### src/rtl/gpio_mux_pkg.sv
package gpio_mux_pkg;

    // Register group, taken from the two address bits above the bank slot
    typedef enum logic [1:0] {
        GRP_IN_VAL  = 2'd0,
        GRP_IN_EN   = 2'd1,
        GRP_OUT_EN  = 2'd2,
        GRP_OUT_VAL = 2'd3
    } reg_group_e;

    // Resolved pin role
    typedef enum logic [1:0] {
        ROLE_ANALOG = 2'd0,
        ROLE_INPUT  = 2'd1,
        ROLE_OUTPUT = 2'd2
    } pin_role_e;

endpackage

### src/rtl/gpio_mux_decode.sv
module gpio_mux_decode
    import gpio_mux_pkg::*;
#(
    parameter int ADDR_W    = 6,
    parameter int NUM_BANKS = 4,
    localparam int SLOT_W   = (NUM_BANKS > 1) ? $clog2(NUM_BANKS) : 1
) (
    input  logic [ADDR_W-1:0] addr,
    output logic              hit,
    output reg_group_e        group,
    output logic [SLOT_W-1:0] bank
);
    localparam int                IO_REGS  = 4 * NUM_BANKS;
    localparam logic [ADDR_W-1:0] IO_LIMIT = ADDR_W'(IO_REGS);

    logic [SLOT_W-1:0] slot;

    always_comb begin
        hit   = (addr < IO_LIMIT);
        group = reg_group_e'(addr[SLOT_W+1:SLOT_W]);
        slot  = addr[SLOT_W-1:0];
        // Lowest pin bank at the highest slot of each group
        bank  = SLOT_W'(NUM_BANKS - 1) - slot;
    end

endmodule

### src/rtl/gpio_mux_sync.sv
module gpio_mux_sync #(
    parameter int WIDTH = 32
) (
    input  logic             clk,
    input  logic             rst_n,
    input  logic [WIDTH-1:0] async_in,
    output logic [WIDTH-1:0] sync_out
);
    typedef struct packed {
        logic [WIDTH-1:0] meta;
        logic [WIDTH-1:0] stable;
    } sync_t;

    sync_t s_d, s_q;

    always_comb begin
        s_d.meta   = async_in;
        s_d.stable = s_q.meta;
    end

    always_ff @(posedge clk or negedge rst_n) begin
        if (!rst_n) begin
            s_q <= '0;
        end else begin
            s_q <= s_d;
        end
    end

    assign sync_out = s_q.stable;

endmodule

### src/rtl/gpio_mux_role.sv
module gpio_mux_role
    import gpio_mux_pkg::*;
#(
    parameter int NUM_PINS = 32
) (
    input  logic [NUM_PINS-1:0] in_en,
    input  logic [NUM_PINS-1:0] out_en,
    input  logic [NUM_PINS-1:0] out_lvl,
    output logic [NUM_PINS-1:0] oe,
    output logic [NUM_PINS-1:0] drive,
    output logic [NUM_PINS-1:0] is_gpio
);
    for (genvar p = 0; p < NUM_PINS; p++) begin : g_pin
        pin_role_e role;

        always_comb begin
            if (out_en[p]) begin
                role = ROLE_OUTPUT;
            end else if (in_en[p]) begin
                role = ROLE_INPUT;
            end else begin
                role = ROLE_ANALOG;
            end
        end

        assign oe[p]      = (role == ROLE_OUTPUT);
        assign is_gpio[p] = (role != ROLE_ANALOG);
        assign drive[p]   = (role == ROLE_OUTPUT) & out_lvl[p];
    end

endmodule

### src/rtl/gpio_mux_bank.sv
module gpio_mux_bank
    import gpio_mux_pkg::*;
#(
    parameter int NUM_BANKS = 4,
    parameter int BANK_W    = 8,
    parameter int ADDR_W    = 6
) (
    input  logic                          clk,
    input  logic                          rst_n,
    input  logic [ADDR_W-1:0]             reg_addr,
    input  logic                          reg_wr_en,
    input  logic [BANK_W-1:0]             reg_wdata,
    input  logic                          reg_rd_en,
    output logic [BANK_W-1:0]             reg_rdata,
    input  logic [NUM_BANKS*BANK_W-1:0]   pin_in,
    output logic [NUM_BANKS*BANK_W-1:0]   pin_in_sync,
    output logic [NUM_BANKS*BANK_W-1:0]   pin_oe,
    output logic [NUM_BANKS*BANK_W-1:0]   pin_out,
    output logic [NUM_BANKS*BANK_W-1:0]   pin_is_gpio
);
    localparam int NUM_PINS = NUM_BANKS * BANK_W;
    localparam int SLOT_W   = (NUM_BANKS > 1) ? $clog2(NUM_BANKS) : 1;

    typedef struct packed {
        logic [NUM_PINS-1:0] in_en;
        logic [NUM_PINS-1:0] out_en;
        logic [NUM_PINS-1:0] out_lvl;
        logic [BANK_W-1:0]   rdata;
    } state_t;

    state_t st_d, st_q;

    logic              dec_hit;
    reg_group_e        dec_group;
    logic [SLOT_W-1:0] dec_bank;
    logic [BANK_W-1:0] rd_pick;
    logic [NUM_PINS-1:0] lvl_sync;

    gpio_mux_decode #(
        .ADDR_W    (ADDR_W),
        .NUM_BANKS (NUM_BANKS)
    ) u_decode (
        .addr  (reg_addr),
        .hit   (dec_hit),
        .group (dec_group),
        .bank  (dec_bank)
    );

    gpio_mux_sync #(
        .WIDTH (NUM_PINS)
    ) u_sync (
        .clk      (clk),
        .rst_n    (rst_n),
        .async_in (pin_in),
        .sync_out (lvl_sync)
    );

    always_comb begin
        st_d    = st_q;
        rd_pick = '0;
        for (int b = 0; b < NUM_BANKS; b++) begin
            if (dec_bank == SLOT_W'(b)) begin
                unique case (dec_group)
                    GRP_IN_VAL:  rd_pick = lvl_sync[b*BANK_W +: BANK_W];
                    GRP_IN_EN:   rd_pick = st_q.in_en[b*BANK_W +: BANK_W];
                    GRP_OUT_EN:  rd_pick = st_q.out_en[b*BANK_W +: BANK_W];
                    GRP_OUT_VAL: rd_pick = st_q.out_lvl[b*BANK_W +: BANK_W];
                endcase
                if (reg_wr_en && dec_hit) begin
                    case (dec_group)
                        GRP_IN_EN:   st_d.in_en[b*BANK_W +: BANK_W]   = reg_wdata;
                        GRP_OUT_EN:  st_d.out_en[b*BANK_W +: BANK_W]  = reg_wdata;
                        GRP_OUT_VAL: st_d.out_lvl[b*BANK_W +: BANK_W] = reg_wdata;
                        default: ; // level group is read-only
                    endcase
                end
            end
        end
        if (reg_rd_en) begin
            st_d.rdata = dec_hit ? rd_pick : '0;
        end
    end

    always_ff @(posedge clk or negedge rst_n) begin
        if (!rst_n) begin
            st_q <= '0;
        end else begin
            st_q <= st_d;
        end
    end

    gpio_mux_role #(
        .NUM_PINS (NUM_PINS)
    ) u_role (
        .in_en   (st_q.in_en),
        .out_en  (st_q.out_en),
        .out_lvl (st_q.out_lvl),
        .oe      (pin_oe),
        .drive   (pin_out),
        .is_gpio (pin_is_gpio)
    );

    assign reg_rdata   = st_q.rdata;
    assign pin_in_sync = lvl_sync;

endmodule

### config.mk
export PLATFORM = sky130hd
export DESIGN_NAME = gpio_mux_bank
export DESIGN_NICKNAME = d
export VERILOG_FILES = /design/src/rtl/gpio_mux_pkg.sv /design/src/rtl/gpio_mux_decode.sv /design/src/rtl/gpio_mux_sync.sv /design/src/rtl/gpio_mux_role.sv /design/src/rtl/gpio_mux_bank.sv
export SDC_FILE = /design/constraint.sdc
export NUM_CORES = 1
export LEC_CHECK = 0
export ABC_AREA = 1
export CORE_UTILIZATION = 38
export CTS_CLUSTER_SIZE = 12
export DETAILED_ROUTE_END_ITERATION = 10
export PLACE_DENSITY = 0.72
export SYNTH_ARGS = -nofsm -noshare
export SYNTH_HDL_FRONTEND = slang
export SYNTH_SLANG_ARGS = --single-unit
export TNS_END_PERCENT = 100
### constraint.sdc
create_clock -name clk -period 1.3 [get_ports clk]
set_input_delay 0.325 -clock clk [delete_from_list [all_inputs] [get_ports clk]]
set_output_delay 0.325 -clock clk [all_outputs]
set_load 0.005 [all_outputs]
# Yosys cells after proc, flatten, opt, wreduce, memory -nomap -nowiden
# Cells that the tools add are included.
# W data, S select, Z words.
# word_totals
output_inout_bits	136
register_bits	168
elab_cells	207
# classes
n_addsub	1
n_lt_le_gt_ge	1
n_reduce_logical	47
eq_ne	38
bitwise_logic	32
n_mux	73
# op_table
op	n
$pmux W8 S4	4
$eq A2 B2 Y1 const B	36
$mux W2	32
$reduce_bool A2 Y1	32
$mux W8	5
$reduce_and A3 Y1	12
$and A1 B1 Y1	32
$mux W1	32
$lt A6 B5 Y1 const B	1
$eq A2 B1 Y1 const B	2
$logic_not A2 Y1	2
$sub A2 B2 Y2 const A	1
$logic_and A1 B1 Y1	1

# Depth between registers and ports, before layout
# Gate-level depths: netlist of run 1.
# depth
ltp_word	7
mapped_depth	12
ltp_nobuf	10

# By module
# From an unflattened synthesis of run 1, not the netlist that was laid out.
# hier_totals
cells_unflattened	911
hier_area_um2	7478.4
# modules_own_cells
mod	seq_area_each_um2	area_per_inst_um2	instances	cells_each
gpio_mux_bank	2602.5	5129.9	1	650
gpio_mux_sync	1601.5	1601.5	1	64
gpio_mux_role	0.0	720.7	1	192
gpio_mux_decode	0.0	26.3	1	5

# Worst setup path after synthesis of run 1
# No wires, ideal clock.
# synth_timing
path_type	input to register
start	in reg_addr[1]
end	reg st_q[69] (netlist bit)
setup_ps	133
required_ps	1167
arrival_ps	1254
slack_ps	-87
stages	8
cell_sequence	buf_4 -> nor2_4 -> inv_2 -> nor2_2 -> nand2_1 -> buf_2 -> nand2_1 -> o21ai_0
# synth_via
elab_chain_len	3
word_cells_on_any_way	5
# synth_lines
item	line_no	text
start, declared	gpio_mux_bank.sv:10	input logic [ADDR_W-1:0] reg_addr,
$lt A6 B5 Y1 / $sub A2 B2 Y2 (equally long branches)	gpio_mux_decode.sv:19, gpio_mux_decode.sv:23	
$logic_and A1 B1 Y1 / $eq A2 B2 Y1 (equally long branches)	gpio_mux_bank.sv:69, gpio_mux_bank.sv:62	
$reduce_and A3 Y1 (no line) *	--	
end signal, assigned	gpio_mux_bank.sv:88	st_q <= st_d;
end, declared	gpio_mux_bank.sv:31	state_t st_d, st_q;
# Every way passes the cells marked *; elsewhere a longest branch is shown, timed or not.
# A chain may end at the register's enable or synchronous reset.

# Final worst setup path of run 1
# layout_timing
start	reg st_q[95] (netlist bit)
end	out pin_is_gpio[23]
# layout_via
elab_chain_len	3
# layout_lines
item	line_no	text
$mux W1	gpio_mux_role.sv:19	end else if (in_en[p]) begin
$mux W2	gpio_mux_role.sv:17	if (out_en[p]) begin
$reduce_bool A2 Y1	gpio_mux_role.sv:27	assign is_gpio[p] = (role != ROLE_ANALOG);
end, declared	gpio_mux_bank.sv:19	output logic [NUM_BANKS*BANK_W-1:0] pin_is_gpio
# Every way passes these cells.

==> results of run 1 <==
[registers in the layout (all words and copies together) (netlist names)]
name,cells
st_q,96
reg_rdata,8
u_sync.s_d,32
u_sync.sync_out,32
[metrics by stage]
stage / std cells / setup WS (ps) / total power, uW / util / TNS, ps
2_1_floorplan: 860 / -24.1 / 7200 / - / -175
3_3_place_gp: 1350 / -694 / 9350 / 0.554 / -66990
3_5_place_dp: 1350 / -751 / 9400 / 0.554 / -70830
4_1_cts: 1468 / -261 / 15300 / 0.633 / -16340
5_1_grt: 1486 / -288 / 16200 / 0.662 / -19230
6_report: 1486 / -254 / 15600 / 0.662 / -16020
[cells by family (layout without fill, tap and decap cells)]
| kind of cell | Yosys count | in the layout | share of synthesized area |
|---|---|---|---|
| flops | 168 | 168 | 0.575 |
| buf+inv | 143 | 528 | 0.0932 |
| simple gates | 433 | 440 | 0.252 |
| compound gates | 116 | 116 | 0.0798 |
[cell type report]
class,count,share of cell area
flip-flops and latches,168,0.338
repair buffers,428,0.316
multi-input cells,556,0.252
clock buffers,18,0.0354
well taps,234,0.0236
inverters,68,0.0214
clock inverters,14,0.0126
[power by group]
| part | switching [uW] | leakage [uW] | internal (uW) |
|---|---|---|---|
| Combinational | 1760 | 0.00421 | 2540 |
| Clock | 2270 | 0.000299 | 2930 |
| Sequential | 371 | 0.00214 | 5730 |
| Total | 4400 | 0.00665 | 11200 |
[synthesized netlist by cell type, drive strengths merged]
cell type	count
o21ai	110
dfrtp	168
inv	68
nor2	49
nand3	36
o21bai	1
nand4	5
or2	32
clkbuf	42
buf	33
a21oi	5
nand2	311
[worst paths after layout]
kind                                                from                             to  slack, ps  cells after the start
min in group asynchronous                          rst_n       u_sync.s_d[26]$_DFF_PN0_        350                      2
max in group asynchronous                          rst_n           st_q[11]$_DFFE_PN0P_        430                      3
worst min-delay path                          pin_in[27]       u_sync.s_d[27]$_DFF_PN0_        320                      1
worst min register to register  u_sync.s_d[21]$_DFF_PN0_  u_sync.sync_out[21]$_DFF_PN0_        350                      0
worst max register to register      st_q[62]$_DFFE_PN0P_       reg_rdata[6]$_DFFE_PN0P_        -80                      9
worst max-delay path                st_q[95]$_DFFE_PN0P_                pin_is_gpio[23]       -250                      2
[routing by layer]
layer,GRT usage,up-vias,part of all wire
met5,0,-,0
met4,0.0944,0,0.033
met2,0.419,333,0.49
li1,-,3414,-
met1,0.338,3543,0.41
met3,0.0530,56,0.072
[repair_timing]
| item | 4_1_cts | 5_1_grt |
|---|---|---|
| gates cloned | 3 | 4 |
| hold endpoints to repair | 24 | 0 |
| pin swaps | 74 | 76 |
| endpoints found under the setup margin | 240 | 224 |
| hold buffers | 1 | 0 |
| gates resized for setup | 771 | 125 |
| setup buffers | 88 | 28 |
==> run_summary.xml, run 1 <==
<?xml version="1.0" encoding="UTF-8"?>
<metrics>
  <group name="grt">
    <metric name="wire_length_of_the_first_global_routing_pass" unit="um">38200</metric>
    <metric name="globalRouteOverflowTotal" unit="">0</metric>
    <metric name="global_route.usage.total" unit="">0.257</metric>
    <metric name="grt_antenna_before_repair" unit="">0</metric>
    <metric name="first_global_vias" unit="">7073</metric>
    <metric name="largest_net_degree_at_the_start_of_global_routing" unit="">38</metric>
  </group>
  <group name="sta">
    <metric name="hold_viol_final" unit="">0</metric>
    <metric name="finClkSkew" unit="ps">7.77</metric>
    <metric name="slew_headroom" unit="">0.562</metric>
    <metric name="post-route-min-period" unit="ps">1550</metric>
    <metric name="endpoints_failing_setup" unit="">101</metric>
    <metric name="worst_slew_pin_slew" unit="ps">656</metric>
    <metric name="achievable-frequency" unit="MHz">643</metric>
    <metric name="final-max-slew-violation-count" unit="">0</metric>
    <metric name="rsz0062_at_grt" unit="">yes</metric>
    <metric name="fin_worst_hold_slack" unit="ps">321</metric>
    <metric name="post-route-worst-setup-slack" unit="ps">-254</metric>
    <metric name="layout_worst_path_cycle_share" unit="">1.20</metric>
  </group>
  <group name="routing">
    <metric name="final_antenna_net_count" unit="">0</metric>
    <metric name="remaining_drc_errors" unit="">0</metric>
    <metric name="avg_vias_per_cell" unit="">4.94</metric>
    <metric name="drt_wl_total" unit="um">25600</metric>
    <metric name="via_count" unit="">7346</metric>
    <metric name="routed_wire_length_per_instance" unit="um">17.2</metric>
    <metric name="dr.first_iter.drc_count" unit="">525</metric>
    <metric name="dr.pass1.iters" unit="">5</metric>
  </group>
  <group name="synthesis">
    <metric name="syn_nets" unit="">910</metric>
    <metric name="synth_cell_types" unit="">23</metric>
    <metric name="yosys-top-cells-area" unit="">sky130_fd_sc_hd__dfrtp_1 58%, sky130_fd_sc_hd__nand2_1 16%, sky130_fd_sc_hd__o21ai_0 6.4%</metric>
    <metric name="synth_warnings" unit="">0</metric>
    <metric name="netlist_instances" unit="">860</metric>
    <metric name="synth_top_cell_area_share" unit="">0.575</metric>
    <metric name="syn_avg_cell_area" unit="um^2">8.50</metric>
    <metric name="synth_largest_area_cell" unit="">sky130_fd_sc_hd__dfrtp_1</metric>
    <metric name="cell_area_after_technology_mapping" unit="mm^2">0.00731</metric>
    <metric name="postSynthRegisterBits" unit="">168</metric>
    <metric name="seq_area_frac_synth" unit="">0.575</metric>
  </group>
  <group name="layout">
    <metric name="layout.cells.most_common" unit="">sky130_fd_sc_hd__nand2_1</metric>
    <metric name="nFillCells" unit="">1465</metric>
    <metric name="post-route-cell-area" unit="mm^2">0.0124</metric>
    <metric name="layout.cells.most_common_list" unit="">237 x sky130_fd_sc_hd__nand2_1, 168 x sky130_fd_sc_hd__dfrtp_1, 167 x sky130_fd_sc_hd__buf_4</metric>
    <metric name="layout.area.seq" unit="mm^2">0.00420</metric>
    <metric name="layout-area-overhead-vs-synth" unit="%">70.0</metric>
    <metric name="footprint_of_the_multi_input_gates" unit="mm^2">0.00314</metric>
    <metric name="insertedDiodeCount" unit="">0</metric>
    <metric name="nNetsFinal" unit="">1289</metric>
    <metric name="post_route_cells_drive_above_1_share" unit="">0.479</metric>
  </group>
  <group name="run">
    <metric name="maxcap_violations" unit="">0</metric>
  </group>
  <group name="floorplanning">
    <metric name="floorplan.die.width" unit="um">141</metric>
    <metric name="placementRows" unit="">50</metric>
    <metric name="io-pin-count" unit="">186</metric>
    <metric name="area_of_the_die" unit="mm^2">0.0198</metric>
    <metric name="initial_utilization" unit="">0.389</metric>
    <metric name="dieHeight" unit="um">141</metric>
    <metric name="core-area" unit="mm^2">0.0188</metric>
  </group>
  <group name="setup_path">
    <metric name="path_cells" unit="">or2_4 &gt; buf_6</metric>
    <metric name="critical_path_peak_fanout" unit="">2</metric>
    <metric name="worst-setup-path-type" unit="">reg -&gt; out</metric>
    <metric name="largest_delay_share_family_worst_path" unit="">flip-flops</metric>
    <metric name="critical_path.startpoint_type" unit="">flip-flop</metric>
    <metric name="timing.critical_path.arrival" unit="ps">1230</metric>
    <metric name="cp.buffers_inverters" unit="">1</metric>
    <metric name="timing.critical_path.slowest_stage_cell" unit="">sky130_fd_sc_hd__dfrtp_1</metric>
    <metric name="crit_required" unit="ps">980</metric>
    <metric name="worst_path_largest_cell_delay" unit="ps">400</metric>
    <metric name="crit_path_end_kind" unit="">output pin</metric>
  </group>
  <group name="cts">
    <metric name="path_clk_slew" unit="ps">70</metric>
    <metric name="tritoncts" unit="">done</metric>
    <metric name="clock_sink_count" unit="">168</metric>
    <metric name="cts-buffers-inserted" unit="">17</metric>
    <metric name="clk-insertion-delay-late" unit="ps">440</metric>
    <metric name="clock-root-buffer" unit="">sky130_fd_sc_hd__clkbuf_16</metric>
    <metric name="clock_path_buffers" unit="">2</metric>
    <metric name="count_of_h_tree_levels_built_during_cts" unit="">4</metric>
  </group>
  <group name="power_and_ir_drop">
    <metric name="p_per_area" unit="mW/mm^2">1260</metric>
    <metric name="ir_worst_vdd" unit="mV">1.06</metric>
    <metric name="p_leak" unit="uW">0.00665</metric>
  </group>
  <group name="place">
    <metric name="placed_area" unit="mm^2">0.0104</metric>
    <metric name="finalWeightedCongestion" unit="">0.889</metric>
    <metric name="hpwl" unit="um">16400</metric>
    <metric name="place.port_buffers" unit="">185</metric>
  </group>
  <group name="run_status">
    <metric name="failed_checks" unit="">setup timing</metric>
    <metric name="outcome" unit="">complete, but fails checks</metric>
  </group>
  <group name="worst_hold_path">
    <metric name="hold_crit_class" unit="">in -&gt; reg</metric>
  </group>
</metrics>
Note: power is estimated with default switching activity, not from simulation.
==> run 2, diff against run 1 <==
--- a/config.mk
+++ b/config.mk
@@ -6,10 +6,12 @@
 export NUM_CORES = 1
 export LEC_CHECK = 0
 export ABC_AREA = 1
+export CORE_MARGIN = 1
 export CORE_UTILIZATION = 38
 export CTS_CLUSTER_SIZE = 12
 export DETAILED_ROUTE_END_ITERATION = 10
 export PLACE_DENSITY = 0.72
+export SKIP_LAST_GASP = 1
 export SYNTH_ARGS = -nofsm -noshare
 export SYNTH_HDL_FRONTEND = slang
 export SYNTH_SLANG_ARGS = --single-unit
==> run_summary.xml, run 2 (synthesized netlist as in run 1, its figures left out) <==
<?xml version="1.0" encoding="UTF-8"?>
<metrics>
  <group name="run_status">
    <metric name="outcome" unit="">complete, but fails checks</metric>
    <metric name="failed_checks" unit="">setup timing</metric>
  </group>
  <group name="cts">
    <metric name="clock_sink_count" unit="">168</metric>
    <metric name="clock_path_buffers" unit="">2</metric>
    <metric name="tritoncts" unit="">done</metric>
    <metric name="path_clk_slew" unit="ps">70</metric>
    <metric name="count_of_h_tree_levels_built_during_cts" unit="">4</metric>
    <metric name="clock-root-buffer" unit="">sky130_fd_sc_hd__clkbuf_16</metric>
    <metric name="cts-buffers-inserted" unit="">17</metric>
    <metric name="clk-insertion-delay-late" unit="ps">440</metric>
  </group>
  <group name="place">
    <metric name="hpwl" unit="um">16400</metric>
    <metric name="place.port_buffers" unit="">185</metric>
    <metric name="finalWeightedCongestion" unit="">0.889</metric>
  </group>
  <group name="layout">
    <metric name="largest_register_by_flop_count" unit="">st_q</metric>
    <metric name="postLayoutCoreUtil" unit="">0.655</metric>
    <metric name="layout.cells.most_common" unit="">sky130_fd_sc_hd__nand2_1</metric>
    <metric name="layout.cells.most_common_list" unit="">238 x sky130_fd_sc_hd__nand2_1, 168 x sky130_fd_sc_hd__dfrtp_1, 167 x sky130_fd_sc_hd__buf_4</metric>
    <metric name="post_route_cells_drive_above_1_share" unit="">0.475</metric>
    <metric name="layout-area-overhead-vs-synth" unit="%">68.1</metric>
    <metric name="largest_reg_flops" unit="">96</metric>
    <metric name="layout.area.seq" unit="mm^2">0.00420</metric>
    <metric name="insertedDiodeCount" unit="">0</metric>
    <metric name="nNetsFinal" unit="">1284</metric>
    <metric name="nFillCells" unit="">1493</metric>
    <metric name="footprint_of_the_multi_input_gates" unit="mm^2">0.00306</metric>
  </group>
  <group name="grt">
    <metric name="largest_net_degree_at_the_start_of_global_routing" unit="">38</metric>
    <metric name="first_global_vias" unit="">7060</metric>
    <metric name="wire_length_of_the_first_global_routing_pass" unit="um">38200</metric>
    <metric name="globalRouteOverflowTotal" unit="">0</metric>
    <metric name="grt_antenna_before_repair" unit="">0</metric>
    <metric name="global_route.usage.total" unit="">0.256</metric>
  </group>
  <group name="sta">
    <metric name="rsz0062_at_grt" unit="">yes</metric>
    <metric name="post-route-worst-setup-slack" unit="ps">-255</metric>
    <metric name="slew_headroom" unit="">0.592</metric>
    <metric name="final-max-slew-violation-count" unit="">0</metric>
    <metric name="worst_slew_pin_slew" unit="ps">611</metric>
    <metric name="achievable-frequency" unit="MHz">643</metric>
    <metric name="layout_worst_path_cycle_share" unit="">1.20</metric>
    <metric name="finClkSkew" unit="ps">15.3</metric>
    <metric name="endpoints_failing_setup" unit="">100</metric>
    <metric name="post-route-min-period" unit="ps">1560</metric>
    <metric name="hold_viol_final" unit="">0</metric>
    <metric name="fin_worst_hold_slack" unit="ps">321</metric>
  </group>
  <group name="power_and_ir_drop">
    <metric name="internal-power" unit="uW">11200</metric>
    <metric name="pwr-share-seq" unit="">0.393</metric>
    <metric name="p_per_area" unit="mW/mm^2">1260</metric>
    <metric name="p_clk_frac" unit="">0.335</metric>
    <metric name="ir_worst_vdd" unit="mV">1.05</metric>
    <metric name="combinationalPowerShare" unit="">0.272</metric>
    <metric name="p_leak" unit="uW">0.00660</metric>
    <metric name="switchingPower" unit="uW">4370</metric>
    <metric name="power_switching_share" unit="">0.281</metric>
  </group>
  <group name="setup_path">
    <metric name="reg2reg_depth" unit="">9</metric>
    <metric name="crit_required" unit="ps">980</metric>
    <metric name="critical_path_peak_fanout" unit="">2</metric>
    <metric name="crit_path_end_kind" unit="">output pin</metric>
    <metric name="worst-setup-path-type" unit="">reg -&gt; out</metric>
    <metric name="worst_path_largest_cell_delay" unit="ps">420</metric>
    <metric name="worst_reg2reg_startpoint" unit="">st_q[62]$_DFFE_PN0P_</metric>
    <metric name="critical_path.startpoint_type" unit="">flip-flop</metric>
    <metric name="timing.critical_path.slowest_stage_cell" unit="">sky130_fd_sc_hd__dfrtp_1</metric>
    <metric name="r2r_end" unit="">reg_rdata[6]$_DFFE_PN0P_</metric>
    <metric name="timing.reg2reg.setup_slack" unit="ps">-50</metric>
    <metric name="timing.critical_path.arrival" unit="ps">1230</metric>
    <metric name="path_cells" unit="">or2_4 &gt; buf_6</metric>
  </group>
  <group name="routing">
    <metric name="drt_wl_total" unit="um">25100</metric>
    <metric name="avg_vias_per_cell" unit="">4.89</metric>
    <metric name="routed_wire_length_per_instance" unit="um">16.9</metric>
    <metric name="final_antenna_net_count" unit="">0</metric>
    <metric name="remaining_drc_errors" unit="">0</metric>
    <metric name="via_count" unit="">7239</metric>
    <metric name="dr.first_iter.drc_count" unit="">496</metric>
    <metric name="dr.pass1.iters" unit="">5</metric>
  </group>
  <group name="run">
    <metric name="maxcap_violations" unit="">0</metric>
  </group>
  <group name="worst_hold_path">
    <metric name="worst_hold_path_startpoint" unit="">pin_in[3]</metric>
    <metric name="holdPathEnd" unit="">u_sync.s_d[3]$_DFF_PN0_</metric>
    <metric name="min_path_cells" unit="">1</metric>
    <metric name="hold_crit_class" unit="">in -&gt; reg</metric>
  </group>
  <group name="floorplanning">
    <metric name="floorplan.die.width" unit="um">141</metric>
    <metric name="placementRows" unit="">50</metric>
    <metric name="dieHeight" unit="um">141</metric>
    <metric name="io-pin-count" unit="">186</metric>
    <metric name="core-area" unit="mm^2">0.0188</metric>
    <metric name="area_of_the_die" unit="mm^2">0.0198</metric>
    <metric name="initial_utilization" unit="">0.389</metric>
  </group>
</metrics>
[run 2: changes by cell type in the layout (fill, tap and decap cells not counted), moves of 2 or more]
cell                      previous run  this run
sky130_fd_sc_hd__o21ai_4             2         0
sky130_fd_sc_hd__nand2_8             7         4
sky130_fd_sc_hd__buf_6             134       129
sky130_fd_sc_hd__buf_2              58        61
[run 2: worst max-delay path by stage]
stage,startpoint,endpoint
final,st_q[74]$_DFFE_PN0P_,pin_is_gpio[2]
after global routing,st_q[63]$_DFFE_PN0P_,pin_is_gpio[23]
after CTS,st_q[63]$_DFFE_PN0P_,pin_is_gpio[23]
after detailed placement,reg_addr[2],reg_rdata[4]$_DFFE_PN0P_
after global placement,reg_addr[3],reg_rdata[4]$_DFFE_PN0P_
after floorplan,reg_addr[3],reg_rdata[2]$_DFFE_PN0P_
[run 2: critical path: cells and delay by family (launching register included)]
kind                   cells  cell delay (ps)
AND/OR/NAND/NOR            1              260
flip-flops                 1              420
buffers and inverters      1              110
[run 2: layout make-up]
type / count / share of cell area
Inverter: 68 / 0.0216
Clock buffer: 18 / 0.0358
Tap cell: 234 / 0.0238
Timing Repair Buffer: 425 / 0.315
Multi-Input combinational cell: 554 / 0.249
Sequential cell: 168 / 0.342
Clock inverter: 14 / 0.0127
[run 2: power by group through the flow]
stage / combinational, uW / sequential, uW / clock [uW]
5_1_grt: 4530 / 6140 / 5510
6_report: 4230 / 6100 / 5200
2_1_floorplan: 1080 / 6120 / 0
3_3_place_gp: 3260 / 6090 / 0
3_5_place_dp: 3300 / 6100 / 0
4_1_cts: 4010 / 6060 / 5230
[run 2: metrics by stage]
stage | setup slack, ps | std cells | total power [uW] | setup TNS, ps | area [um^2]
4_1_cts | -261 | 1468 | 15300 | -16570 | 11900
5_1_grt | -289 | 1481 | 16200 | -19460 | 12300
2_1_floorplan | -24.1 | 860 | 7200 | -175 | 7420
6_report | -255 | 1481 | 15500 | -15730 | 12300
3_5_place_dp | -751 | 1350 | 9400 | -70830 | 10400
3_3_place_gp | -694 | 1350 | 9350 | -66990 | 10400
[run 2: timing repair]
item	CTS	global route
hold buffers	1	0
gates resized for setup	767	111
setup buffers	88	25
hold endpoints to repair	24	0
setup endpoints to repair	240	223
gates cloned	3	2
pin swaps	72	72
[run 2: per-layer routing]
layer	vias up	part of all wire	global-route usage
met5	-	0	0
met4	0	0.029	0.0944
met3	47	0.072	0.0526
met2	311	0.49	0.418
met1	3473	0.41	0.339
li1	3408	-	-
==> run 3, diff against run 2 <==
--- a/config.mk
+++ b/config.mk
@@ -6,11 +6,12 @@
 export NUM_CORES = 1
 export LEC_CHECK = 0
 export ABC_AREA = 1
-export CORE_MARGIN = 1
+export CORE_MARGIN = 2
 export CORE_UTILIZATION = 38
 export CTS_CLUSTER_SIZE = 12
 export DETAILED_ROUTE_END_ITERATION = 10
 export PLACE_DENSITY = 0.72
+export SETUP_SLACK_MARGIN = 0.05
 export SKIP_LAST_GASP = 1
 export SYNTH_ARGS = -nofsm -noshare
 export SYNTH_HDL_FRONTEND = slang
==> run_summary.xml, run 3 (synthesized netlist as in run 1, its figures left out) <==
<?xml version="1.0" encoding="UTF-8"?>
<metrics>
  <group name="grt">
    <metric name="grt_antenna_before_repair" unit="">0</metric>
    <metric name="global_route.usage.total" unit="">0.239</metric>
    <metric name="globalRouteOverflowTotal" unit="">0</metric>
    <metric name="largest_net_degree_at_the_start_of_global_routing" unit="">34</metric>
    <metric name="first_global_vias" unit="">6865</metric>
    <metric name="wire_length_of_the_first_global_routing_pass" unit="um">36800</metric>
  </group>
  <group name="layout">
    <metric name="nNetsFinal" unit="">1290</metric>
    <metric name="post-route-cell-area" unit="mm^2">0.0124</metric>
    <metric name="largest_register_by_flop_count" unit="">st_q</metric>
    <metric name="largest_reg_flops" unit="">96</metric>
    <metric name="insertedDiodeCount" unit="">0</metric>
    <metric name="postLayoutCoreUtil" unit="">0.661</metric>
    <metric name="layout.cells.most_common_list" unit="">233 x sky130_fd_sc_hd__nand2_1, 177 x sky130_fd_sc_hd__buf_4, 166 x sky130_fd_sc_hd__dfrtp_1</metric>
    <metric name="finish.cell_count_without_fillers" unit="">1487</metric>
    <metric name="layout.cells.most_common" unit="">sky130_fd_sc_hd__nand2_1</metric>
    <metric name="post_route_cells_drive_above_1_share" unit="">0.492</metric>
    <metric name="layout-area-overhead-vs-synth" unit="%">69.7</metric>
  </group>
  <group name="routing">
    <metric name="routed_wire_length_per_instance" unit="um">17.0</metric>
    <metric name="drt_wl_total" unit="um">25300</metric>
    <metric name="via_count" unit="">7285</metric>
    <metric name="final_antenna_net_count" unit="">0</metric>
    <metric name="dr.first_iter.drc_count" unit="">679</metric>
    <metric name="avg_vias_per_cell" unit="">4.90</metric>
    <metric name="remaining_drc_errors" unit="">0</metric>
    <metric name="dr.pass1.iters" unit="">5</metric>
  </group>
  <group name="place">
    <metric name="place.port_buffers" unit="">185</metric>
    <metric name="place_ws" unit="ps">-739</metric>
    <metric name="placed_area" unit="mm^2">0.0104</metric>
    <metric name="placedCellCount" unit="">1362</metric>
    <metric name="hpwl" unit="um">16600</metric>
    <metric name="finalWeightedCongestion" unit="">0.915</metric>
  </group>
  <group name="power_and_ir_drop">
    <metric name="ir_worst_vdd" unit="mV">0.972</metric>
    <metric name="p_leak" unit="uW">0.00669</metric>
    <metric name="pwr-share-seq" unit="">0.389</metric>
    <metric name="switchingPower" unit="uW">4210</metric>
    <metric name="internal-power" unit="uW">11500</metric>
    <metric name="p_clk_frac" unit="">0.341</metric>
    <metric name="combinationalPowerShare" unit="">0.271</metric>
    <metric name="p_per_area" unit="mW/mm^2">1270</metric>
    <metric name="power_switching_share" unit="">0.268</metric>
  </group>
  <group name="sta">
    <metric name="post-route-worst-setup-slack" unit="ps">-297</metric>
    <metric name="slew_headroom" unit="">0.596</metric>
    <metric name="endpoints_failing_setup" unit="">97</metric>
    <metric name="achievable-frequency" unit="MHz">626</metric>
    <metric name="rsz0062_at_grt" unit="">yes</metric>
    <metric name="finClkSkew" unit="ps">6.47</metric>
    <metric name="worst_slew_pin_slew" unit="ps">605</metric>
    <metric name="layout_worst_path_cycle_share" unit="">1.23</metric>
    <metric name="post-route-min-period" unit="ps">1600</metric>
    <metric name="final-max-slew-violation-count" unit="">0</metric>
    <metric name="hold_viol_final" unit="">0</metric>
  </group>
  <group name="setup_path">
    <metric name="timing.critical_path.arrival" unit="ps">1270</metric>
    <metric name="critical_path.startpoint_type" unit="">flip-flop</metric>
    <metric name="crit_required" unit="ps">980</metric>
    <metric name="reg2reg_depth" unit="">10</metric>
    <metric name="worst_reg2reg_startpoint" unit="">st_q[42]$_DFFE_PN0P_</metric>
    <metric name="r2r_end" unit="">reg_rdata[2]$_DFFE_PN0P_</metric>
    <metric name="crit_path_end_kind" unit="">output pin</metric>
    <metric name="timing.critical_path.slowest_stage_cell" unit="">sky130_fd_sc_hd__dfrtp_1</metric>
    <metric name="worst-setup-path-type" unit="">reg -&gt; out</metric>
    <metric name="path_cells" unit="">buf_6 &gt; or2_4 &gt; buf_6</metric>
    <metric name="worst_path_largest_cell_delay" unit="ps">390</metric>
    <metric name="critical_path_peak_fanout" unit="">2</metric>
    <metric name="crit_top_cell" unit="">sky130_fd_sc_hd__buf_6</metric>
    <metric name="timing.reg2reg.setup_slack" unit="ps">-140</metric>
  </group>
  <group name="worst_hold_path">
    <metric name="worst_hold_path_startpoint" unit="">pin_in[30]</metric>
    <metric name="holdPathEnd" unit="">u_sync.s_d[30]$_DFF_PN0_</metric>
    <metric name="min_path_cells" unit="">1</metric>
    <metric name="hold_crit_class" unit="">in -&gt; reg</metric>
  </group>
  <group name="cts">
    <metric name="path_clk_slew" unit="ps">70</metric>
    <metric name="clock-root-buffer" unit="">sky130_fd_sc_hd__clkbuf_16</metric>
    <metric name="clock_path_buffers" unit="">2</metric>
    <metric name="clk-insertion-delay-late" unit="ps">430</metric>
    <metric name="clock_sink_count" unit="">168</metric>
    <metric name="count_of_h_tree_levels_built_during_cts" unit="">4</metric>
    <metric name="cts-buffers-inserted" unit="">17</metric>
    <metric name="tritoncts" unit="">done</metric>
  </group>
  <group name="floorplanning">
    <metric name="core-area" unit="mm^2">0.0188</metric>
    <metric name="io-pin-count" unit="">186</metric>
    <metric name="floorplan.die.width" unit="um">143</metric>
    <metric name="initial_utilization" unit="">0.389</metric>
    <metric name="dieHeight" unit="um">143</metric>
    <metric name="placementRows" unit="">50</metric>
    <metric name="area_of_the_die" unit="mm^2">0.0204</metric>
  </group>
  <group name="run">
    <metric name="maxcap_violations" unit="">0</metric>
  </group>
  <group name="run_status">
    <metric name="failed_checks" unit="">setup timing</metric>
    <metric name="outcome" unit="">complete, but fails checks</metric>
  </group>
</metrics>
run 3: worst max path at each step:
| stage | start | endpoint | slack (ps) | cells after the start |
|---|---|---|---|---|
| floorplan | reg_addr[0] | st_q[69]$_DFFE_PN0P_ | -20 | 8 |
| global placement | reg_addr[2] | reg_rdata[0]$_DFFE_PN0P_ | -720 | 12 |
| detailed placement | reg_addr[0] | reg_rdata[3]$_DFFE_PN0P_ | -740 | 9 |
| CTS | st_q[42]$_DFFE_PN0P_ | pin_is_gpio[2] | -320 | 3 |
| global route | st_q[42]$_DFFE_PN0P_ | pin_is_gpio[2] | -330 | 3 |
| finish | st_q[42]$_DFFE_PN0P_ | pin_is_gpio[2] | -300 | 3 |
run 3: power by group through the flow:
stage	Clock (uW)	Combinational [uW]	Sequential, uW
finish	5360	4250	6110
global route	5670	4570	6150
global placement	0	3270	6100
floorplan	0	1080	6120
detailed placement	0	3310	6110
CTS	5410	3840	6060
run 3: area by class of cell:
class	instances	area (um^2)
Clock buffer	22	484
Clock inverter	10	141
Fill cell	1416	6360
Inverter	68	268
Multi-Input combinational cell	551	3030
Sequential cell	168	4210
Tap cell	234	293
Timing Repair Buffer	434	3980
run 3: metrics by stage:
step | TNS, ps | hold slack [ps] | power [uW]
detailed placement | -73810 | 255 | 9410
global route | -19920 | 315 | 16400
global placement | -69590 | 253 | 9370
finish | -15780 | 324 | 15700
CTS | -17680 | 307 | 15300
floorplan | -196 | 29.4 | 7200
run 3: metal layers:
metal	global-route usage	part of all wire	vias to the layer above
met5	0	0	-
met3	0.0369	0.068	58
li1	-	-	3410
met1	0.320	0.40	3497
met2	0.384	0.50	320
met4	0.112	0.032	0
run 3: repair_timing:
item / in CTS / in global routing
endpoints found under the setup margin: 240 / 226
buffers inserted: 76 / 21
cloned: 2 / 4
resized for setup: 743 / 172
hold buffers: 1 / 0
endpoints found under the hold margin: 27 / 0
pin swaps: 53 / 75
run 3: worst max-delay path: cells and delay by family (launching register included):
family | cells | cell delay, ps
buffers and inverters | 2 | 230
DFF | 1 | 390
and+or+nand+nor | 1 | 220
